**config.mk**
```make
export PLATFORM = sky130hd
export DESIGN_NAME = act_timing_guard
export DESIGN_NICKNAME = d
export VERILOG_FILES = /design/src/rtl/act_guard_pkg.sv /design/src/rtl/guard_countdown.sv /design/src/rtl/guard_bank.sv /design/src/rtl/guard_faw.sv /design/src/rtl/act_timing_guard.sv
export SDC_FILE = /design/constraint.sdc
export NUM_CORES = 1
export LEC_CHECK = 0
export BUFFER_PORTS_ARGS = -buffer_cell sky130_fd_sc_hd__buf_2
export CORE_MARGIN = 2
export CORE_UTILIZATION = 50
export CTS_BUF_LIST = sky130_fd_sc_hd__clkbuf_4 sky130_fd_sc_hd__clkbuf_8 sky130_fd_sc_hd__clkbuf_16
export DETAILED_ROUTE_END_ITERATION = 12
export GPL_ROUTABILITY_DRIVEN = 0
export GPL_TIMING_DRIVEN = 0
export HOLD_SLACK_MARGIN = 0.1
export PLACE_DENSITY_LB_ADDON = 0.3
export SETUP_SLACK_MARGIN = 0.4
export SYNTH_ARGS = -nofsm -noshare
export SYNTH_HDL_FRONTEND = slang
export SYNTH_SLANG_ARGS = --single-unit
```
**constraint.sdc**
```tcl
create_clock -name clk -period 9.3 [get_ports clk]
set_input_delay 1.86 -clock clk [delete_from_list [all_inputs] [get_ports clk]]
set_output_delay 1.86 -clock clk [all_outputs]
set_load 0.02 [all_outputs]
```
**src/rtl/act_guard_pkg.sv**
```systemverilog
package act_guard_pkg;

   typedef enum logic [2:0] {
      CMD_NOP  = 3'd0,
      CMD_ACT  = 3'd1,
      CMD_RD   = 3'd2,
      CMD_WR   = 3'd3,
      CMD_PRE  = 3'd4,
      CMD_PREA = 3'd5
   } gcmd_e;

   // Strobe decode; a10 widens a precharge to every bank.
   function automatic gcmd_e decode_cmd(input logic cs_n, input logic ras_n,
                                        input logic cas_n, input logic we_n,
                                        input logic a10);
      gcmd_e c;
      c = CMD_NOP;
      if (!cs_n) begin
         case ({ras_n, cas_n, we_n})
            3'b011:  c = CMD_ACT;
            3'b101:  c = CMD_RD;
            3'b100:  c = CMD_WR;
            3'b010:  c = a10 ? CMD_PREA : CMD_PRE;
            default: c = CMD_NOP;
         endcase
      end
      return c;
   endfunction

endpackage

```
**src/rtl/guard_countdown.sv**
```systemverilog
module guard_countdown #(
   parameter int W = 6
) (
   input  logic         clk,
   input  logic         rst_n,
   input  logic         load,
   input  logic [W-1:0] load_val,
   output logic         done
);
   logic [W-1:0] cnt;

   always_ff @(posedge clk or negedge rst_n) begin
      if (!rst_n)            cnt <= '0;
      else if (load)         cnt <= load_val;
      else if (cnt != '0)    cnt <= cnt - 1'b1;
   end

   assign done = (cnt == '0);
endmodule

```
**src/rtl/guard_bank.sv**
```systemverilog
module guard_bank #(
   parameter int W   = 6,
   parameter int RAW = 14
) (
   input  logic           clk,
   input  logic           rst_n,
   input  logic           act_ev,
   input  logic           pre_ev,
   input  logic           pre_all,
   input  logic [W-1:0]   rcd_ld,
   input  logic [W-1:0]   ras_ld,
   input  logic [W-1:0]   rc_ld,
   input  logic [W-1:0]   rp_ld,
   input  logic [W-1:0]   rpa_ld,
   input  logic [RAW-1:0] row_in,
   output logic           is_open,
   output logic           rcd_done,
   output logic           ras_done,
   output logic           rc_done,
   output logic           rp_done,
   output logic [RAW-1:0] row_out
);
   logic [RAW-1:0] row_q;

   always_ff @(posedge clk or negedge rst_n) begin
      if (!rst_n) begin
         is_open <= 1'b0;
         row_q   <= '0;
      end else if (act_ev) begin
         is_open <= 1'b1;
         row_q   <= row_in;
      end else if (pre_ev) begin
         is_open <= 1'b0;
      end
   end
   assign row_out = row_q;

   guard_countdown #(.W(W)) u_rcd (.clk(clk), .rst_n(rst_n), .load(act_ev),
                                   .load_val(rcd_ld), .done(rcd_done));
   guard_countdown #(.W(W)) u_ras (.clk(clk), .rst_n(rst_n), .load(act_ev),
                                   .load_val(ras_ld), .done(ras_done));
   guard_countdown #(.W(W)) u_rc  (.clk(clk), .rst_n(rst_n), .load(act_ev),
                                   .load_val(rc_ld),  .done(rc_done));
   guard_countdown #(.W(W)) u_rp  (.clk(clk), .rst_n(rst_n), .load(pre_ev),
                                   .load_val(pre_all ? rpa_ld : rp_ld), .done(rp_done));
endmodule

```
**src/rtl/guard_faw.sv**
```systemverilog
module guard_faw #(
   parameter int SLOTS = 4,
   parameter int W     = 6
) (
   input  logic         clk,
   input  logic         rst_n,
   input  logic         act,
   input  logic [W-1:0] win_ld,
   output logic         ok
);
   localparam int IW = (SLOTS > 1) ? $clog2(SLOTS) : 1;
   localparam int CW = $clog2(SLOTS + 1);

   logic [W-1:0]  slot [SLOTS];
   logic [IW-1:0] victim;
   logic [CW-1:0] busy;

   // Oldest entry (smallest remaining time) is replaced, so the slots
   // always hold the most recent activates.
   always_comb begin
      victim = '0;
      busy   = '0;
      for (int i = 0; i < SLOTS; i++) begin
         if (slot[i] < slot[victim]) victim = IW'(i);
         if (slot[i] != '0)          busy   = busy + 1'b1;
      end
   end

   assign ok = (busy < CW'(SLOTS));

   for (genvar i = 0; i < SLOTS; i++) begin : g_slot
      always_ff @(posedge clk or negedge rst_n) begin
         if (!rst_n)                           slot[i] <= '0;
         else if (act && victim == IW'(i))     slot[i] <= win_ld;
         else if (slot[i] != '0)               slot[i] <= slot[i] - 1'b1;
      end
   end
endmodule

```
**src/rtl/act_timing_guard.sv**
```systemverilog
module act_timing_guard
   import act_guard_pkg::*;
#(
   parameter int NB      = 8,
   parameter int RAW     = 14,
   parameter int TW      = 6,
   parameter int ALW     = 3,
   parameter int MAX_ACT = 4,
   localparam int BAW    = $clog2(NB)
) (
   input  logic              clk,
   input  logic              rst_n,
   input  logic              cs_n,
   input  logic              ras_n,
   input  logic              cas_n,
   input  logic              we_n,
   input  logic [BAW-1:0]    bank_sel,
   input  logic [RAW-1:0]    addr,
   input  logic [TW-1:0]     cfg_trcd,
   input  logic [TW-1:0]     cfg_tras,
   input  logic [TW-1:0]     cfg_trp,
   input  logic [TW-1:0]     cfg_trc,
   input  logic [TW-1:0]     cfg_trrd,
   input  logic [TW-1:0]     cfg_tfaw,
   input  logic [ALW-1:0]    cfg_al,
   output logic [NB-1:0]     act_ok,
   output logic [NB-1:0]     rw_ok,
   output logic [NB-1:0]     pre_ok,
   output logic [NB*RAW-1:0] open_rows,
   output logic              viol,
   output logic [BAW-1:0]    viol_bank
);
   if (NB < 2 || (NB & (NB - 1)) != 0) begin : g_bad_nb
      $error("act_timing_guard: NB must be a power of two of at least 2");
   end
   if (RAW < 11) begin : g_bad_raw
      $error("act_timing_guard: RAW must reach address bit 10");
   end
   if (MAX_ACT < 1 || TW < 2 || ALW > TW) begin : g_bad_cnt
      $error("act_timing_guard: MAX_ACT, TW or ALW out of range");
   end

   function automatic logic [TW-1:0] less1(input logic [TW-1:0] v);
      return (v == '0) ? '0 : v - 1'b1;
   endfunction

   gcmd_e cmd;
   assign cmd = decode_cmd(cs_n, ras_n, cas_n, we_n, addr[10]);

   // Column-access wait shrinks by the additive latency, never below one cycle.
   logic [TW:0]   trcd_w, al_p1;
   logic [TW-1:0] rcd_ld;
   always_comb begin
      trcd_w = {1'b0, cfg_trcd};
      al_p1  = (TW+1)'(cfg_al) + {{TW{1'b0}}, 1'b1};
      rcd_ld = (trcd_w > al_p1) ? TW'(trcd_w - al_p1) : '0;
   end

   logic          is_act;
   logic          rrd_done, faw_ok;
   logic [NB-1:0] bank_open, rcd_done, ras_done, rc_done, rp_done;

   assign is_act = (cmd == CMD_ACT);

   for (genvar b = 0; b < NB; b++) begin : g_bank
      logic hit;
      assign hit = (bank_sel == BAW'(b));
      guard_bank #(.W(TW), .RAW(RAW)) u_bank (
         .clk(clk), .rst_n(rst_n),
         .act_ev(is_act && hit),
         .pre_ev((cmd == CMD_PRE && hit) || cmd == CMD_PREA),
         .pre_all(cmd == CMD_PREA),
         .rcd_ld(rcd_ld), .ras_ld(less1(cfg_tras)), .rc_ld(less1(cfg_trc)),
         .rp_ld(less1(cfg_trp)), .rpa_ld(cfg_trp),
         .row_in(addr),
         .is_open(bank_open[b]), .rcd_done(rcd_done[b]), .ras_done(ras_done[b]),
         .rc_done(rc_done[b]), .rp_done(rp_done[b]),
         .row_out(open_rows[b*RAW +: RAW]));
      assign act_ok[b] = !bank_open[b] && rc_done[b] && rp_done[b] && rrd_done && faw_ok;
      assign rw_ok[b]  = bank_open[b] && rcd_done[b];
      assign pre_ok[b] = bank_open[b] && ras_done[b];
   end

   guard_countdown #(.W(TW)) u_rrd (.clk(clk), .rst_n(rst_n), .load(is_act),
                                    .load_val(less1(cfg_trrd)), .done(rrd_done));

   guard_faw #(.SLOTS(MAX_ACT), .W(TW)) u_faw (.clk(clk), .rst_n(rst_n), .act(is_act),
                                               .win_ld(less1(cfg_tfaw)), .ok(faw_ok));

   logic           bad;
   logic [BAW-1:0] bad_bank;
   always_comb begin
      bad      = 1'b0;
      bad_bank = bank_sel;
      case (cmd)
         CMD_ACT:         bad = !act_ok[bank_sel];
         CMD_RD, CMD_WR:  bad = !rw_ok[bank_sel];
         CMD_PRE:         bad = !pre_ok[bank_sel];
         CMD_PREA: begin
            for (int b = NB - 1; b >= 0; b--) begin
               if (bank_open[b] && !ras_done[b]) begin
                  bad      = 1'b1;
                  bad_bank = BAW'(b);
               end
            end
         end
         default: bad = 1'b0;
      endcase
   end

   always_ff @(posedge clk or negedge rst_n) begin
      if (!rst_n) begin
         viol      <= 1'b0;
         viol_bank <= '0;
      end else if (!viol && bad) begin
         viol      <= 1'b1;
         viol_bank <= bad_bank;
      end
   end
endmodule

```
==> results_dict.tcl, run 1 <==
set metrics [dict create \
    status "completed" \
    finalHoldViolations 0 \
    synth_top_area_share_pct 44.8 \
    worstMarginPinSlew_ns 1.36 \
    whs_path_depth 2 \
    ys_seq_area_share_pct 44.8 \
    worstSetupStartpointType "flip-flop" \
    placement.io_buffers 199 \
    cap_violations 0 \
    min_from "g_bank[7].u_bank.row_out[2]" \
    dr.pass1.iters 5 \
    arrival_ns 6.34 \
    dp_hpwl_mm 40.8 \
    cp.required_ns 9.78 \
    setup_viol_count_final 0 \
    cts_resized 0 \
    stdcell_area_um2 22400 \
    root_buffer "clkbuf_16" \
    placed_cells 2887 \
    die_x_um 201 \
    tns_ns 0 \
    critPathMaxStageDelay_ns 0.45 \
    grtUsageMet2_pct 45.4 \
    relSlewSlack_pct 6.72 \
    fin_crit_sh_pct 62.9 \
    die_y_um 201 \
    drtIter0Drc 1265 \
    clock_sinks 346 \
    maxClockFrequency_ghz 0.171 \
    ys_ff_latch 346 \
    stdcell_count 2963 \
    area_growth_pct 16.1 \
    grt_pass1_vias 16900 \
    ff_latch_area_um2 8660 \
    min_path_type "reg -> reg" \
    hold_slack_ns 0.461 \
    hold_buffers 0 \
    drc 0 \
    use_met3_pct 8.90 \
    grt_antenna_before_repair 0 \
    synthesis.nets 2316 \
    worstPathCellList "inv_1, ha_1, a21oi_1, o21ai_1, o21ba_1, clkbuf_1, mux2i_1, ha_1, and4_1, a21oi_1, o211ai_1, o21ai_1, clkbuf_1, nor2_1, a21oi_1, ha_1, a21o_1, a21o_1, a21oi_1, o21a_1, inv_1, a21oi_2, mux2i_1" \
    critPathSlowestCell "a21oi_2" \
    busiest_layer "met2" \
    synthArstFlopShare_pct 100 \
    clock_latency_ns 0.57 \
    n_fill_cell 3267 \
    cts_buffer_depth 3 \
    htree_levels 2 \
    grt-ovfl-total 0 \
    max-vdd-ir-drop_mv 0.174 \
    grt_pass1_wl_mm 89.9 \
    post_cts_buffers 0 \
    num_rows 71 \
    start_util_pct 51.0 \
    grt_use_total_pct 28.1 \
    wire_per_inst_um 19.3 \
    synthesis.area_um2 19300 \
    end_kind "flip-flop" \
    ant_nets 0 \
    fin_skew_ns 0.0277 \
    cts_tree "done" \
    multi_input_area_um2 9860 \
    yosysTopAreaCell "dfrtp_1" \
    r2r-end "u_faw.slot[2]" \
    powerDensity_nw_per_um2 321 \
    viasPerCell 5.72 \
    use_met1_pct 35.7 \
    slew_violations 0 \
    post-route-util_pct 59.3 \
    synth.area.top_cells "dfrtp_1, nand2_1, ha_1" \
    coreArea_um2 37800 \
    drive_gt1_share_pct 14.5 \
    crit_top_cell "a21oi_1" \
    dp_slack_ns 3.50 \
    reg2reg_depth 23 \
    ys.flop_type "dfrtp_1" \
    synth.distinct_cells 79 \
    leakagePower_nw 11.0 \
    grt_max_degree 118 \
    die_area_um2 40200 \
    num_vias 16900 \
    cts_made_buffers 40 \
    antennaDiodeCount 0 \
    synthCells 2173 \
    hold_path_end "g_bank[7].u_bank.row_out[2]" \
    path_class "reg -> reg" \
    fin_total_pwr_mw 7.20 \
    wirelength_mm 57.1 \
    synth_edf_count 0 \
    worstPathMaxFanout 10 \
    final.min_clock_period_ns 5.85 \
    boundaryPins 202 \
    layout_setup_ws_ns 3.45 \
    rsz0062_at_grt "no" \
    ys_warn_count 0 \
    nets 2564 \
    path_clk_slew_ns 0.06 \
    syn_area_per_cell_um2 8.89 \
    postPlaceCellArea_um2 21100 \
    r2r_slack_ns 3.45 \
    reg2reg_from "u_faw.slot[23]" \
]
## final cells by class
type	instances	area share, %
Inverter	120	2.01
Timing Repair Buffer	206	4.96
Clock inverter	14	0.613
Buffer	78	1.61
Multi-Input combinational cell	1629	43.9
Clock buffer	59	5.43
Sequential cell	346	38.6
Tap cell	511	2.85
## worst max path at each step
stage / from / to / slack (ns) / depth (start not counted)
after global routing: u_faw.slot[23] / u_faw.slot[2] / 2.99 / 23
after CTS: u_faw.slot[23] / u_faw.slot[2] / 3.49 / 23
final: u_faw.slot[23] / u_faw.slot[2] / 3.45 / 23
after floorplan: u_faw.slot[23] / u_faw.slot[0] / 4.37 / 23
after detailed placement: u_faw.slot[23] / u_faw.slot[3] / 3.50 / 23
after global placement: rst_n / g_bank[4].u_bank.row_out[5] / -0.41 / 1
## registers in the layout, summed over array words and instances (netlist names), 3 cells and up
name                     flops
g_bank.u_bank.row_out      112
g_bank.u_bank.u_ras.cnt     48
g_bank.u_bank.u_rc.cnt      48
g_bank.u_bank.u_rcd.cnt     48
g_bank.u_bank.u_rp.cnt      48
u_faw.slot                  24
g_bank.u_bank.is_open        8
u_rrd.cnt                    6
viol_bank                    3
## metal layers
metal | wire [µm] | vias to the layer above
met4 | 1700 | 0
met5 | 0 | -
met3 | 6080 | 122
met2 | 26000 | 732
li1 | - | 7882
met1 | 23300 | 8207
## cell usage in the layout, fill, tap and decap left out, types with 41 or more instances in the layout
cell type and count:
dfrtp_1 346, clkbuf_1 65, xnor2_1 76, o21ai_0 85
inv_1 120, clkbuf_16 41, mux2i_1 63, ha_1 80
or3_1 44, nand3_1 43, a21oi_1 147, buf_2 203
nor2_1 183, nor3_1 83, nand2_1 455
## cells in the mapped netlist (all sizes together) (3+ instances only)
cell / n
or2: 6
and4b: 3
xnor2: 76
nor2b: 18
mux2i: 63
and2: 6
mux2: 48
nor3: 87
o21a: 7
a211oi: 23
o21ai: 114
a22oi: 3
nor3b: 23
a311o: 3
nand2b: 26
o22ai: 6
nand3: 43
a21oi: 148
xor2: 39
nand4b: 3
or3b: 8
clkbuf: 69
dfrtp: 346
o211ai: 6
ha: 80
a31oi: 6
nor4b: 9
nor2: 183
or3: 44
and3: 8
or4: 3
a21o: 4
a21boi: 3
inv: 120
buf: 9
nor4: 18
nand4: 15
o31ai: 19
nand2: 455
## worst max-delay path, delay by kind of cell, from the launching register on
kind                       cells  cell delay, ns
AOI/OAI and AO/OA             12            2.78
DFF                            1            0.40
buffers and inverters          4            0.86
muxes                          2            0.55
and+or+nand+nor                2            0.31
adders and majority gates      3            0.87
## power by group
part / total (mW) / internal, mW / switching (mW)
clock: 1.60 / 0.943 / 0.654
combinational: 2.97 / 1.31 / 1.66
sequential: 2.64 / 2.10 / 0.537
total: 7.20 / 4.35 / 2.85
## cells by family (layout without fill, tap and decap cells)
group | Yosys count | after routing | share of synthesized area, %
AO/OA/AOI/OAI | 360 | 360 | 11.2
XOR/XNOR | 115 | 115 | 5.21
adder cells (fa/ha/maj) | 81 | 81 | 5.29
buffers and inverters | 198 | 477 | 4.20
flip-flops | 346 | 346 | 44.8
multiplexers | 111 | 111 | 6.06
AND/OR/NAND/NOR | 962 | 962 | 23.2
(Power assumes the default switching activity.)
==> run 2: changes to the inputs <==
==> constraint.sdc (replaced) <==
create_clock -name clk -period 5.45 [get_ports clk]
set_input_delay 1.09 -clock clk [delete_from_list [all_inputs] [get_ports clk]]
set_output_delay 1.09 -clock clk [all_outputs]
set_load 0.02 [all_outputs]
==> run 2 against run 1 <==
Clock power grew 71%; clock skew grew 0.00089 ns; flip-flop and latch count is the same; sequential share of layout area shrank 0.26 points; register-to-register slack lost 2.9 ns; die area is the same; critical path type unchanged; combinational power grew 81%; power grew 75%; count of clock-buffer cells in the layout is the same; global-route usage is essentially flat; utilization grew 0.42 points; sequential power grew 71%.
==> results_dict.tcl, run 2 (same netlist as run 1, synthesis figures left out) <==
set metrics [dict create \
    maxClockFrequency_ghz 0.204 \
    internal_power_mw 7.60 \
    die_x_um 201 \
    r2r-end "u_faw.slot[2]" \
    reg2reg_depth 24 \
    grt_pass1_wl_mm 89.9 \
    final_common_cell "nand2_1" \
    rsz0062_at_grt "no" \
    critPathBufInv 5 \
    antennaDiodeCount 0 \
    status "completed" \
    ant_nets 0 \
    root_buffer "clkbuf_16" \
    end_kind "flip-flop" \
    cap_violations 0 \
    most-common-layout-cells "nand2_1, dfrtp_1, buf_2" \
    n_fill_cell 3245 \
    p_sw_mw 5.02 \
    seqPwrFrac_pct 35.7 \
    worstPathCellList "inv_1, ha_1, a21oi_2, o21ai_2, o21ba_1, clkbuf_4, mux2i_1, ha_1, and4_1, a21oi_1, o211ai_1, o21ai_2, buf_6, nor2_1, a21oi_1, ha_1, a21o_1, a21o_1, a21oi_2, buf_4, o2111ai_4, a21oi_4, buf_12, mux2i_1" \
    fin_crit_sh_pct 89.9 \
    arrival_ns 5.39 \
    critPathMaxStageDelay_ns 0.40 \
    dr.pass1.iters 7 \
    worstMarginPinSlew_ns 1.32 \
    finalHoldViolations 0 \
    r2r_slack_ns 0.55 \
    drc 0 \
    path_class "reg -> reg" \
    multi_input_area_um2 9910 \
    boundaryPins 202 \
    cts_buffer_depth 3 \
    viasPerCell 5.73 \
    p_sw_share_pct 39.8 \
    grt_pass1_vias 16900 \
    max-vdd-ir-drop_mv 0.286 \
    cts_tree "done" \
    placed_cells 2887 \
    num_vias 17000 \
    tns_ns 0 \
    drive_gt1_share_pct 15.3 \
    powerDensity_nw_per_um2 558 \
    stdcell_count 2972 \
    drtIter0Drc 1283 \
    nets 2573 \
    placement.io_buffers 199 \
    comb_power_share_pct 42.6 \
    setup_viol_count_final 0 \
    cts_made_buffers 40 \
    coreArea_um2 37800 \
    clock_latency_ns 0.57 \
    path_clk_slew_ns 0.06 \
    crit_family "compound AO/OA/AOI/OAI gates" \
    worstSetupPathDepth 24 \
    leakagePower_nw 11.0 \
    num_rows 71 \
    grt_max_degree 118 \
    grt_antenna_before_repair 0 \
    worstPathMaxFanout 10 \
    die_y_um 201 \
    slew_violations 0 \
    reg2reg_from "u_faw.slot[23]" \
    grt_use_total_pct 28.2 \
    wirelength_mm 57.7 \
    ff_latch_area_um2 8660 \
    start_util_pct 51.0 \
    area_growth_pct 17.0 \
    pwr-share-clk_pct 21.7 \
    grt-ovfl-total 0 \
    worstSetupStartpointType "flip-flop" \
    fin_skew_ns 0.0286 \
    clock_sinks 346 \
    crit_top_cell "ha_1" \
    htree_levels 2 \
    post-route-util_pct 59.7 \
    relSlewSlack_pct 9.41 \
    cp.required_ns 5.94 \
    wire_per_inst_um 19.4 \
    min_path_type "reg -> reg" \
    endpoint "u_faw.slot[2]" \
    final.min_clock_period_ns 4.90 \
    dp_hpwl_mm 40.8 \
    crit_start "u_faw.slot[23]" \
    largest_register_ffs 112 \
    critPathSlowestCell "dfrtp_1" \
    die_area_um2 40200 \
]
==> run 2: cell count changes in the layout (fill, tap and decap cells not counted), sizes merged <==
| cell | before | now |
|---|---|---|
| clkbuf | 130 | 129 |
| buf | 213 | 223 |
==> run 2: tightest hold or removal path: cells and delay by family, from the launching register on <==
kind             cells  cell delay (ns)
DFF                  1             0.34
and+or+nand+nor      2             0.10
==> run 2: layout make-up <==
class	instances	share of cell area [%]
repair buffers	215	5.34
clock buffers	59	5.39
multi-input cells	1629	43.9
flip-flops and latches	346	38.3
well taps	511	2.83
plain buffers	78	1.64
clock inverters	14	0.609
inverters	120	1.99
==> run 2: repair_timing <==
| item | 4_1_cts | 5_1_grt |
|---|---|---|
| hold buffers | 0 | 0 |
| endpoints found under the setup margin | 24 | 24 |
| pin swaps | 3 | 5 |
| resized for setup | 5 | 15 |
| setup buffers | 3 | 6 |
==> run 2: stage by stage <==
| stage | worst slack (ns) | power (mW) | hold slack [ns] | instance area (µm²) |
|---|---|---|---|---|
| 5_1_grt | 0.322 | 13.5 | 0.484 | 22600 |
| 6_report | 0.550 | 12.6 | 0.459 | 22600 |
| 2_1_floorplan | 0.524 | 8.22 | 0.517 | 19300 |
| 4_1_cts | 0.428 | 12.4 | 0.464 | 22500 |
| 3_5_place_dp | -0.347 | 9.49 | 0.450 | 21100 |
| 3_3_place_gp | -3.49 | 9.16 | 0.446 | 21000 |
==> run 2: power groups by stage <==
stage / combinational (mW) / sequential (mW) / clock [mW]
5_1_grt: 6.00 / 4.63 / 2.88
3_5_place_dp: 5.00 / 4.49 / 0
6_report: 5.37 / 4.51 / 2.73
4_1_cts: 5.12 / 4.47 / 2.78
3_3_place_gp: 4.72 / 4.44 / 0
2_1_floorplan: 3.78 / 4.43 / 0
==> run 2: metal layers <==
layer / vias to the layer above / GRT usage [%] / part of all wire (%)
met3: 122 / 8.90 / 10
met2: 716 / 45.4 / 46
met4: 0 / 10.2 / 2.9
li1: 7895 / - / -
met1: 8298 / 35.7 / 41
met5: - / 0 / 0
==> run 2: worst min path at each step <==
stage | slack [ns] | cells past startpoint | from | to
detailed placement | 0.45 | 2 | g_bank[7].u_bank.row_out[2] | g_bank[7].u_bank.row_out[2]
global route | 0.48 | 2 | g_bank[6].u_bank.row_out[4] | g_bank[6].u_bank.row_out[4]
finish | 0.46 | 2 | g_bank[7].u_bank.row_out[2] | g_bank[7].u_bank.row_out[2]
CTS | 0.46 | 2 | g_bank[7].u_bank.row_out[2] | g_bank[7].u_bank.row_out[2]
global placement | 0.45 | 2 | g_bank[7].u_bank.row_out[2] | g_bank[7].u_bank.row_out[2]
floorplan | 0.52 | 2 | g_bank[2].u_bank.u_rp.cnt[1] | g_bank[2].u_bank.u_rp.cnt[1]
